### src/rtl/can_fc_pkg.sv
package can_fc_pkg;
    localparam int CTRL_W    = 16;
    localparam int BIT_TEST  = 15;
    localparam int BIT_CNTWR = 14;
    localparam int BIT_FORCE = 13;
    localparam int KEEP_LO   = 8;

    typedef enum logic [1:0] {
        ADDR_CTRL = 2'd0,
        ADDR_CNT  = 2'd1,
        ADDR_RSV2 = 2'd2,
        ADDR_RSV3 = 2'd3
    } reg_addr_e;

    typedef enum logic [1:0] {
        FC_ACTIVE  = 2'd0,
        FC_PASSIVE = 2'd1,
        FC_BUSOFF  = 2'd2
    } fc_state_e;
endpackage

### src/rtl/can_fc_ctrl_reg.sv
module can_fc_ctrl_reg #(
    parameter int CTRL_W    = 16,
    parameter int KEEP_LO   = 8,
    parameter int BIT_TEST  = 15,
    parameter int BIT_CNTWR = 14,
    parameter int BIT_FORCE = 13
) (
    input  logic                      clk_i,
    input  logic                      rst_ni,
    input  logic                      wr_i,
    input  logic [CTRL_W-1:KEEP_LO]   wdata_i,
    output logic [CTRL_W-1:0]         ctrl_o,
    output logic                      cnt_wr_en_o,
    output logic                      force_passive_o
);
    localparam int HI_W = CTRL_W - KEEP_LO;

    typedef struct packed {
        logic [HI_W-1:0] hi;
    } ctrl_t;

    ctrl_t ctrl_d, ctrl_q;

    always_comb begin
        ctrl_d = ctrl_q;
        if (wr_i) begin
            ctrl_d.hi = wdata_i;
        end
    end

    always_ff @(posedge clk_i or negedge rst_ni) begin
        if (!rst_ni) begin
            ctrl_q <= '0;
        end else begin
            ctrl_q <= ctrl_d;
        end
    end

    assign ctrl_o          = {ctrl_q.hi, {KEEP_LO{1'b0}}};
    assign cnt_wr_en_o     = ctrl_o[BIT_TEST] & ctrl_o[BIT_CNTWR];
    assign force_passive_o = ctrl_o[BIT_TEST] & ctrl_o[BIT_FORCE];
endmodule

### src/rtl/can_fc_counter.sv
module can_fc_counter #(
    parameter int CNT_W       = 8,
    parameter int BIG_STEP    = 8,
    parameter bit HAS_BUSOFF  = 1'b1
) (
    input  logic             clk_i,
    input  logic             rst_ni,
    input  logic             step_big_i,
    input  logic             step_one_i,
    input  logic             step_down_i,
    input  logic             load_i,
    input  logic [CNT_W-1:0] load_val_i,
    output logic [CNT_W:0]   cnt_o
);
    localparam int          MAXV    = (1 << CNT_W) - 1;
    localparam int          SUM_W   = CNT_W + 2;
    localparam logic [CNT_W:0] SAT_VAL = HAS_BUSOFF ? (CNT_W+1)'(MAXV + 1)
                                                    : (CNT_W+1)'(MAXV);

    typedef struct packed {
        logic [CNT_W:0] cnt;
    } cnt_t;

    cnt_t cnt_d, cnt_q;
    logic frozen;
    logic [SUM_W-1:0] sum_big, sum_one;

    generate
        if (HAS_BUSOFF) begin : g_busoff
            assign frozen = cnt_q.cnt[CNT_W];
        end else begin : g_sat
            assign frozen = 1'b0;
        end
    endgenerate

    assign sum_big = {1'b0, cnt_q.cnt} + SUM_W'(BIG_STEP);
    assign sum_one = {1'b0, cnt_q.cnt} + SUM_W'(1);

    always_comb begin
        cnt_d = cnt_q;
        if (load_i) begin
            cnt_d.cnt = {1'b0, load_val_i};
        end else if (frozen) begin
            cnt_d = cnt_q;
        end else if (step_big_i) begin
            if (sum_big > SUM_W'(MAXV)) cnt_d.cnt = SAT_VAL;
            else                        cnt_d.cnt = sum_big[CNT_W:0];
        end else if (step_one_i) begin
            if (sum_one > SUM_W'(MAXV)) cnt_d.cnt = SAT_VAL;
            else                        cnt_d.cnt = sum_one[CNT_W:0];
        end else if (step_down_i && (cnt_q.cnt != '0)) begin
            cnt_d.cnt = cnt_q.cnt - 1'b1;
        end
    end

    always_ff @(posedge clk_i or negedge rst_ni) begin
        if (!rst_ni) begin
            cnt_q <= '0;
        end else begin
            cnt_q <= cnt_d;
        end
    end

    assign cnt_o = cnt_q.cnt;
endmodule

### src/rtl/can_fc_state.sv
module can_fc_state
    import can_fc_pkg::*;
#(
    parameter int CNT_W       = 8,
    parameter int PASSIVE_LIM = 128
) (
    input  logic [CNT_W:0] tec_i,
    input  logic [CNT_W:0] rec_i,
    input  logic           force_passive_i,
    output fc_state_e      state_o
);
    localparam logic [CNT_W:0] LIM = (CNT_W+1)'(PASSIVE_LIM);

    logic over_lim;

    always_comb begin
        over_lim = (tec_i >= LIM) || (rec_i >= LIM);
        if (tec_i[CNT_W])                   state_o = FC_BUSOFF;
        else if (over_lim || force_passive_i) state_o = FC_PASSIVE;
        else                                state_o = FC_ACTIVE;
    end
endmodule

### src/rtl/can_fault_conf.sv
module can_fault_conf
    import can_fc_pkg::*;
#(
    parameter int CNT_W       = 8,
    parameter int TX_STEP     = 8,
    parameter int RX_BIG_STEP = 8,
    parameter int PASSIVE_LIM = 128
) (
    input  logic              clk_i,
    input  logic              rst_ni,
    input  logic              tx_err_i,
    input  logic              tx_ok_i,
    input  logic              rx_err1_i,
    input  logic              rx_err8_i,
    input  logic              rx_ok_i,
    input  logic              halt_i,
    input  logic              reg_wr_i,
    input  logic [1:0]        reg_addr_i,
    input  logic [15:0]       reg_wdata_i,
    output logic [15:0]       reg_rdata_o,
    output logic [CNT_W:0]    tec_o,
    output logic [CNT_W-1:0]  rec_o,
    output logic              err_active_o,
    output logic              err_passive_o,
    output logic              bus_off_o
);
    localparam int PAD_W = CTRL_W - 2 * CNT_W;

    logic [CTRL_W-1:0] ctrl_q;
    logic              cnt_wr_en, force_passive;
    logic              ctrl_wr, load_fire;
    logic [CNT_W:0]    tec_cnt, rec_cnt;
    logic [CNT_W-1:0]  tec_view;
    fc_state_e         state;
    reg_addr_e         addr;

    assign addr      = reg_addr_e'(reg_addr_i);
    assign ctrl_wr   = reg_wr_i && (addr == ADDR_CTRL);
    assign load_fire = reg_wr_i && (addr == ADDR_CNT) && cnt_wr_en && halt_i;

    can_fc_ctrl_reg #(
        .CTRL_W   (CTRL_W),
        .KEEP_LO  (KEEP_LO),
        .BIT_TEST (BIT_TEST),
        .BIT_CNTWR(BIT_CNTWR),
        .BIT_FORCE(BIT_FORCE)
    ) u_ctrl (
        .clk_i          (clk_i),
        .rst_ni         (rst_ni),
        .wr_i           (ctrl_wr),
        .wdata_i        (reg_wdata_i[CTRL_W-1:KEEP_LO]),
        .ctrl_o         (ctrl_q),
        .cnt_wr_en_o    (cnt_wr_en),
        .force_passive_o(force_passive)
    );

    can_fc_counter #(
        .CNT_W     (CNT_W),
        .BIG_STEP  (TX_STEP),
        .HAS_BUSOFF(1'b1)
    ) u_tec (
        .clk_i      (clk_i),
        .rst_ni     (rst_ni),
        .step_big_i (tx_err_i),
        .step_one_i (1'b0),
        .step_down_i(tx_ok_i),
        .load_i     (load_fire),
        .load_val_i (reg_wdata_i[CNT_W-1:0]),
        .cnt_o      (tec_cnt)
    );

    can_fc_counter #(
        .CNT_W     (CNT_W),
        .BIG_STEP  (RX_BIG_STEP),
        .HAS_BUSOFF(1'b0)
    ) u_rec (
        .clk_i      (clk_i),
        .rst_ni     (rst_ni),
        .step_big_i (rx_err8_i),
        .step_one_i (rx_err1_i),
        .step_down_i(rx_ok_i),
        .load_i     (load_fire),
        .load_val_i (reg_wdata_i[CNT_W-1:0]),
        .cnt_o      (rec_cnt)
    );

    can_fc_state #(
        .CNT_W      (CNT_W),
        .PASSIVE_LIM(PASSIVE_LIM)
    ) u_state (
        .tec_i          (tec_cnt),
        .rec_i          (rec_cnt),
        .force_passive_i(force_passive),
        .state_o        (state)
    );

    assign tec_view = tec_cnt[CNT_W] ? {CNT_W{1'b1}} : tec_cnt[CNT_W-1:0];

    always_comb begin
        unique case (addr)
            ADDR_CTRL: reg_rdata_o = ctrl_q;
            ADDR_CNT:  reg_rdata_o = {{PAD_W{1'b0}}, rec_cnt[CNT_W-1:0], tec_view};
            default:   reg_rdata_o = '0;
        endcase
    end

    assign tec_o         = tec_cnt;
    assign rec_o         = rec_cnt[CNT_W-1:0];
    assign err_active_o  = (state == FC_ACTIVE);
    assign err_passive_o = (state == FC_PASSIVE);
    assign bus_off_o     = (state == FC_BUSOFF);
endmodule

### config.mk
export PLATFORM = sky130hd
export DESIGN_NAME = can_fault_conf
export DESIGN_NICKNAME = d
export VERILOG_FILES = /design/src/rtl/can_fc_pkg.sv /design/src/rtl/can_fc_ctrl_reg.sv /design/src/rtl/can_fc_counter.sv /design/src/rtl/can_fc_state.sv /design/src/rtl/can_fault_conf.sv
export SDC_FILE = /design/constraint.sdc
export NUM_CORES = 1
export LEC_CHECK = 0
export BUFFER_PORTS_ARGS = -buffer_cell sky130_fd_sc_hd__buf_2
export CORE_ASPECT_RATIO = 1.5
export CORE_UTILIZATION = 55
export DETAILED_ROUTE_END_ITERATION = 8
export PLACE_DENSITY = 0.83
export SYNTH_ARGS = -nofsm -noshare
export SYNTH_HDL_FRONTEND = slang
export SYNTH_SLANG_ARGS = --single-unit
### constraint.sdc
create_clock -name clk_i -period 3.6 [get_ports clk_i]
set_clock_uncertainty 0.05 [all_clocks]
set_input_delay 0.72 -clock clk_i [delete_from_list [all_inputs] [get_ports clk_i]]
set_output_delay 0.72 -clock clk_i [all_outputs]
set_load 0.02 [all_outputs]
==> results.yml <==
synth:
  synth-simple-area-share: 0.270
  postSynthCellCount: 279
  ys_ff_latch: 26
  synthesis.area_mm2: 0.00229
  synth_nets: 314
  yosys.area_share.adder: 0.0436
  ys_types: 63
  synthMuxAreaShare: 0.0922
  synth_edf_count: 0
  synth_compound_area_frac: 0.202
  synth_seq_area_share: 0.284
  synth-xor-area-share: 0.0153
  synthesis.yosys.warnings: 0
  syn_avg_cell_area_um2: 8.22
  yosysTopAreaCell: "dfrtp_1"
  ys.flop_type: "dfrtp_1"
  async_flop_share: 1.00
  synth_top_family_by_area: "simple AND/OR/NAND/NOR gates"
  synth_area_leaders: "dfrtp_1 28%, nor2_1 6.4%, mux2i_1 4.8%, mux2_2 4.4%, ha_1 4.4%"
  yosys.area.top_type_share: 0.284
power_and_ir_drop:
  pwr-share-seq: 0.328
  leakage_nw: 1.19
  cell_internal_pwr_uw: 985
  combPwrFrac: 0.547
  peakVddDrop_mv: 0.614
  cellPowerDensity_mw_per_mm2: 760
  finalPower_mw: 1.97
  switching_share: 0.499
  switchingPower_uw: 981
  clockPowerShare: 0.124
setup_path:
  r2r-start: "u_tec.cnt_o[0]"
  path_buf_inv: 1
  crit_chain: "or2_2, a2111oi_0, nor2_1, buf_2"
  r2r_end: "u_tec.cnt_o[0]"
  path_max_fanout: 12
  cp.required_ps: 2830
  max_stage_delay_ps: 650
  crit_path_end_kind: "primary output"
  critical_path_class: "reg2out"
  cp_num_cells: 4
  path_delay_family: "compound AO/OA/AOI/OAI gates"
  crit_arrival_ps: 2150
  critPathCapture: "err_passive_o"
  timing.reg2reg.setup_slack_ps: 1220
  startpoint: "u_rec.cnt_o[7]"
  reg2reg_depth: 7
  cp_slowest_cell: "a2111oi_0"
  cp-start-kind: "flip-flop"
timing:
  rsz0062_at_grt: "no"
  maxSlewViolCount: 0
  finalSetupTns_ps: 0
  timing.final.crit_share: 0.811
  fmax_ghz: 0.342
  timing.slew.headroom: 0.533
  hold_viol_final: 0
  setup-violations-final: 0
  worst_pin_slew_ps: 683
  min_period_ps: 2920
drt:
  drc: 0
  via_count: 2330
  dr.pass1.iters: 4
  drt_iter0_drc: 74
  wl_um: 6090
  routedWlPerCell_um: 16.8
  via_per_inst: 6.42
  drtAntennaViolNets: 0
clocking:
  ctsHoldBuffers: 0
  post_cts_buffers: 0
  clk_pin_slew_ps: 90
  cts_buffers: 3
  cts_sinks: 26
  cts-resized-gates: 0
  cts_tree: "yes"
  worstSkewPairLatency_ps: 270
  htree_levels: 1
  ctsRootBufferMaster: "clkbuf_8"
  clk_path_buf_depth: 2
placement:
  place_inst: 359
  place_congestion: 0.920
  hpwlAfterDp_um: 4530
  portBuffers: 62
final_layout:
  antenna_cells: 0
  fillCellCount: 347
  layout_common_cells: "62 x buf_2, 39 x nor2_1, 26 x dfrtp_1"
  stdcell_count: 363
  drive_above_1_share: 0.292
  final_common_cell: "buf_2"
  nets: 354
  multiInputGateArea_mm2: 0.00143
  area_growth_pct: 12.7
  layout.area.seq_um2: 651
die:
  die_w_um: 54.7
  ios: 63
  coreArea_mm2: 0.00396
  start_util: 0.579
  rows: 28
  dieHeight_um: 81.1
  die_area_mm2: 0.00444
min_path:
  hp-class: "in2async"
global_routing:
  grt_pass1_wl_um: 9940
  grt.total_usage: 0.300
  antenna_found_initial: 0
  grt_pass1_vias: 2162
  overflow: 0
  grt_max_degree: 27
run:
  drv_cap: 0
outcome:
  status: "finished, final reports clean"
-- sequential cells by signal, indices dropped and copies added, names as in the netlist --
signal and cells:
u_rec.cnt_o 9, u_ctrl.ctrl_q 8, u_tec.cnt_o 9
-- through the flow --
step	area, um^2	hold slack, ps	worst slack, ps	util
after floorplan	2290	374	557	-
after global placement	2510	442	926	0.635
after detailed placement	2510	460	867	0.635
after CTS	2580	410	686	0.653
after global routing	2580	429	546	0.653
final	2580	385	679	0.653
-- layer usage --
| metal | vias up | share of wire | global-route usage | routed length [um] |
|---|---|---|---|---|
| met5 | - | 0 | 0 | 0 |
| met4 | 0 | 0.030 | 0.133 | 184 |
| met3 | 21 | 0.037 | 0.0112 | 228 |
| met2 | 84 | 0.53 | 0.498 | 3210 |
| met1 | 1129 | 0.40 | 0.391 | 2460 |
| li1 | 1096 | - | - | - |
-- cell type report --
class | instances | area share
Clock inverter | 1 | 0.0116
Sequential cell | 26 | 0.252
Multi-Input combinational cell | 210 | 0.553
Tap cell | 45 | 0.0218
Timing Repair Buffer | 64 | 0.126
Clock buffer | 3 | 0.0160
Inverter | 14 | 0.0203
-- Yosys cell counts, types with 2 or more instances --
master      n
nor2_1     39
nand4_1     8
mux2_2      9
a2111oi_0   2
nor3_1     10
nand2_1    20
dfrtp_1    26
buf_2       6
xor2_1      2
o31ai_1     3
a211oi_1    2
o21ai_0    12
ha_1        8
nor4b_1     3
or4_4       2
o221ai_1    2
a41oi_1     2
o211ai_1    6
or2_2       3
and3_2      2
xnor2_1     2
nand2b_1    2
nor4_1      3
a21oi_1     7
mux2i_1    11
inv_1      14
buf_4      10
nand3_1     5
nand3b_1    2
clkbuf_1   12
o221a_1     2
nor2b_1     3
a21boi_0    2
and4_1      2
a31oi_1     7
-- kinds of logic (layout without fill, tap and decap cells) --
group	Yosys count	after routing
AOI/OAI and AO/OA	63	63
xor gates and xnor gates	4	4
adders and majority gates	8	8
buffers and inverters	43	82
DFF	26	26
muxes	20	20
and+or+nand+nor	115	115
-- power by group through the flow --
| stage | logic, mW | registers (mW) | clock network, mW |
|---|---|---|---|
| finish | 1.08 | 0.645 | 0.244 |
| global route | 1.18 | 0.664 | 0.251 |
| CTS | 1.07 | 0.638 | 0.243 |
| detailed placement | 1.06 | 0.641 | 0 |
| global placement | 1.05 | 0.638 | 0 |
| floorplan | 0.890 | 0.563 | 0 |
-- how the worst min path moves through the flow --
stage / start / to / slack (ps)
6_report: rst_ni / u_ctrl.ctrl_q[2] / 380
5_1_grt: rst_ni / u_ctrl.ctrl_q[2] / 430
4_1_cts: rst_ni / u_ctrl.ctrl_q[2] / 410
3_5_place_dp: u_ctrl.ctrl_q[2] / u_ctrl.ctrl_q[2] / 460
3_3_place_gp: u_ctrl.ctrl_q[2] / u_ctrl.ctrl_q[2] / 440
2_1_floorplan: rst_ni / u_ctrl.ctrl_q[0] / 370
Note: power is estimated with default switching activity, not from simulation.
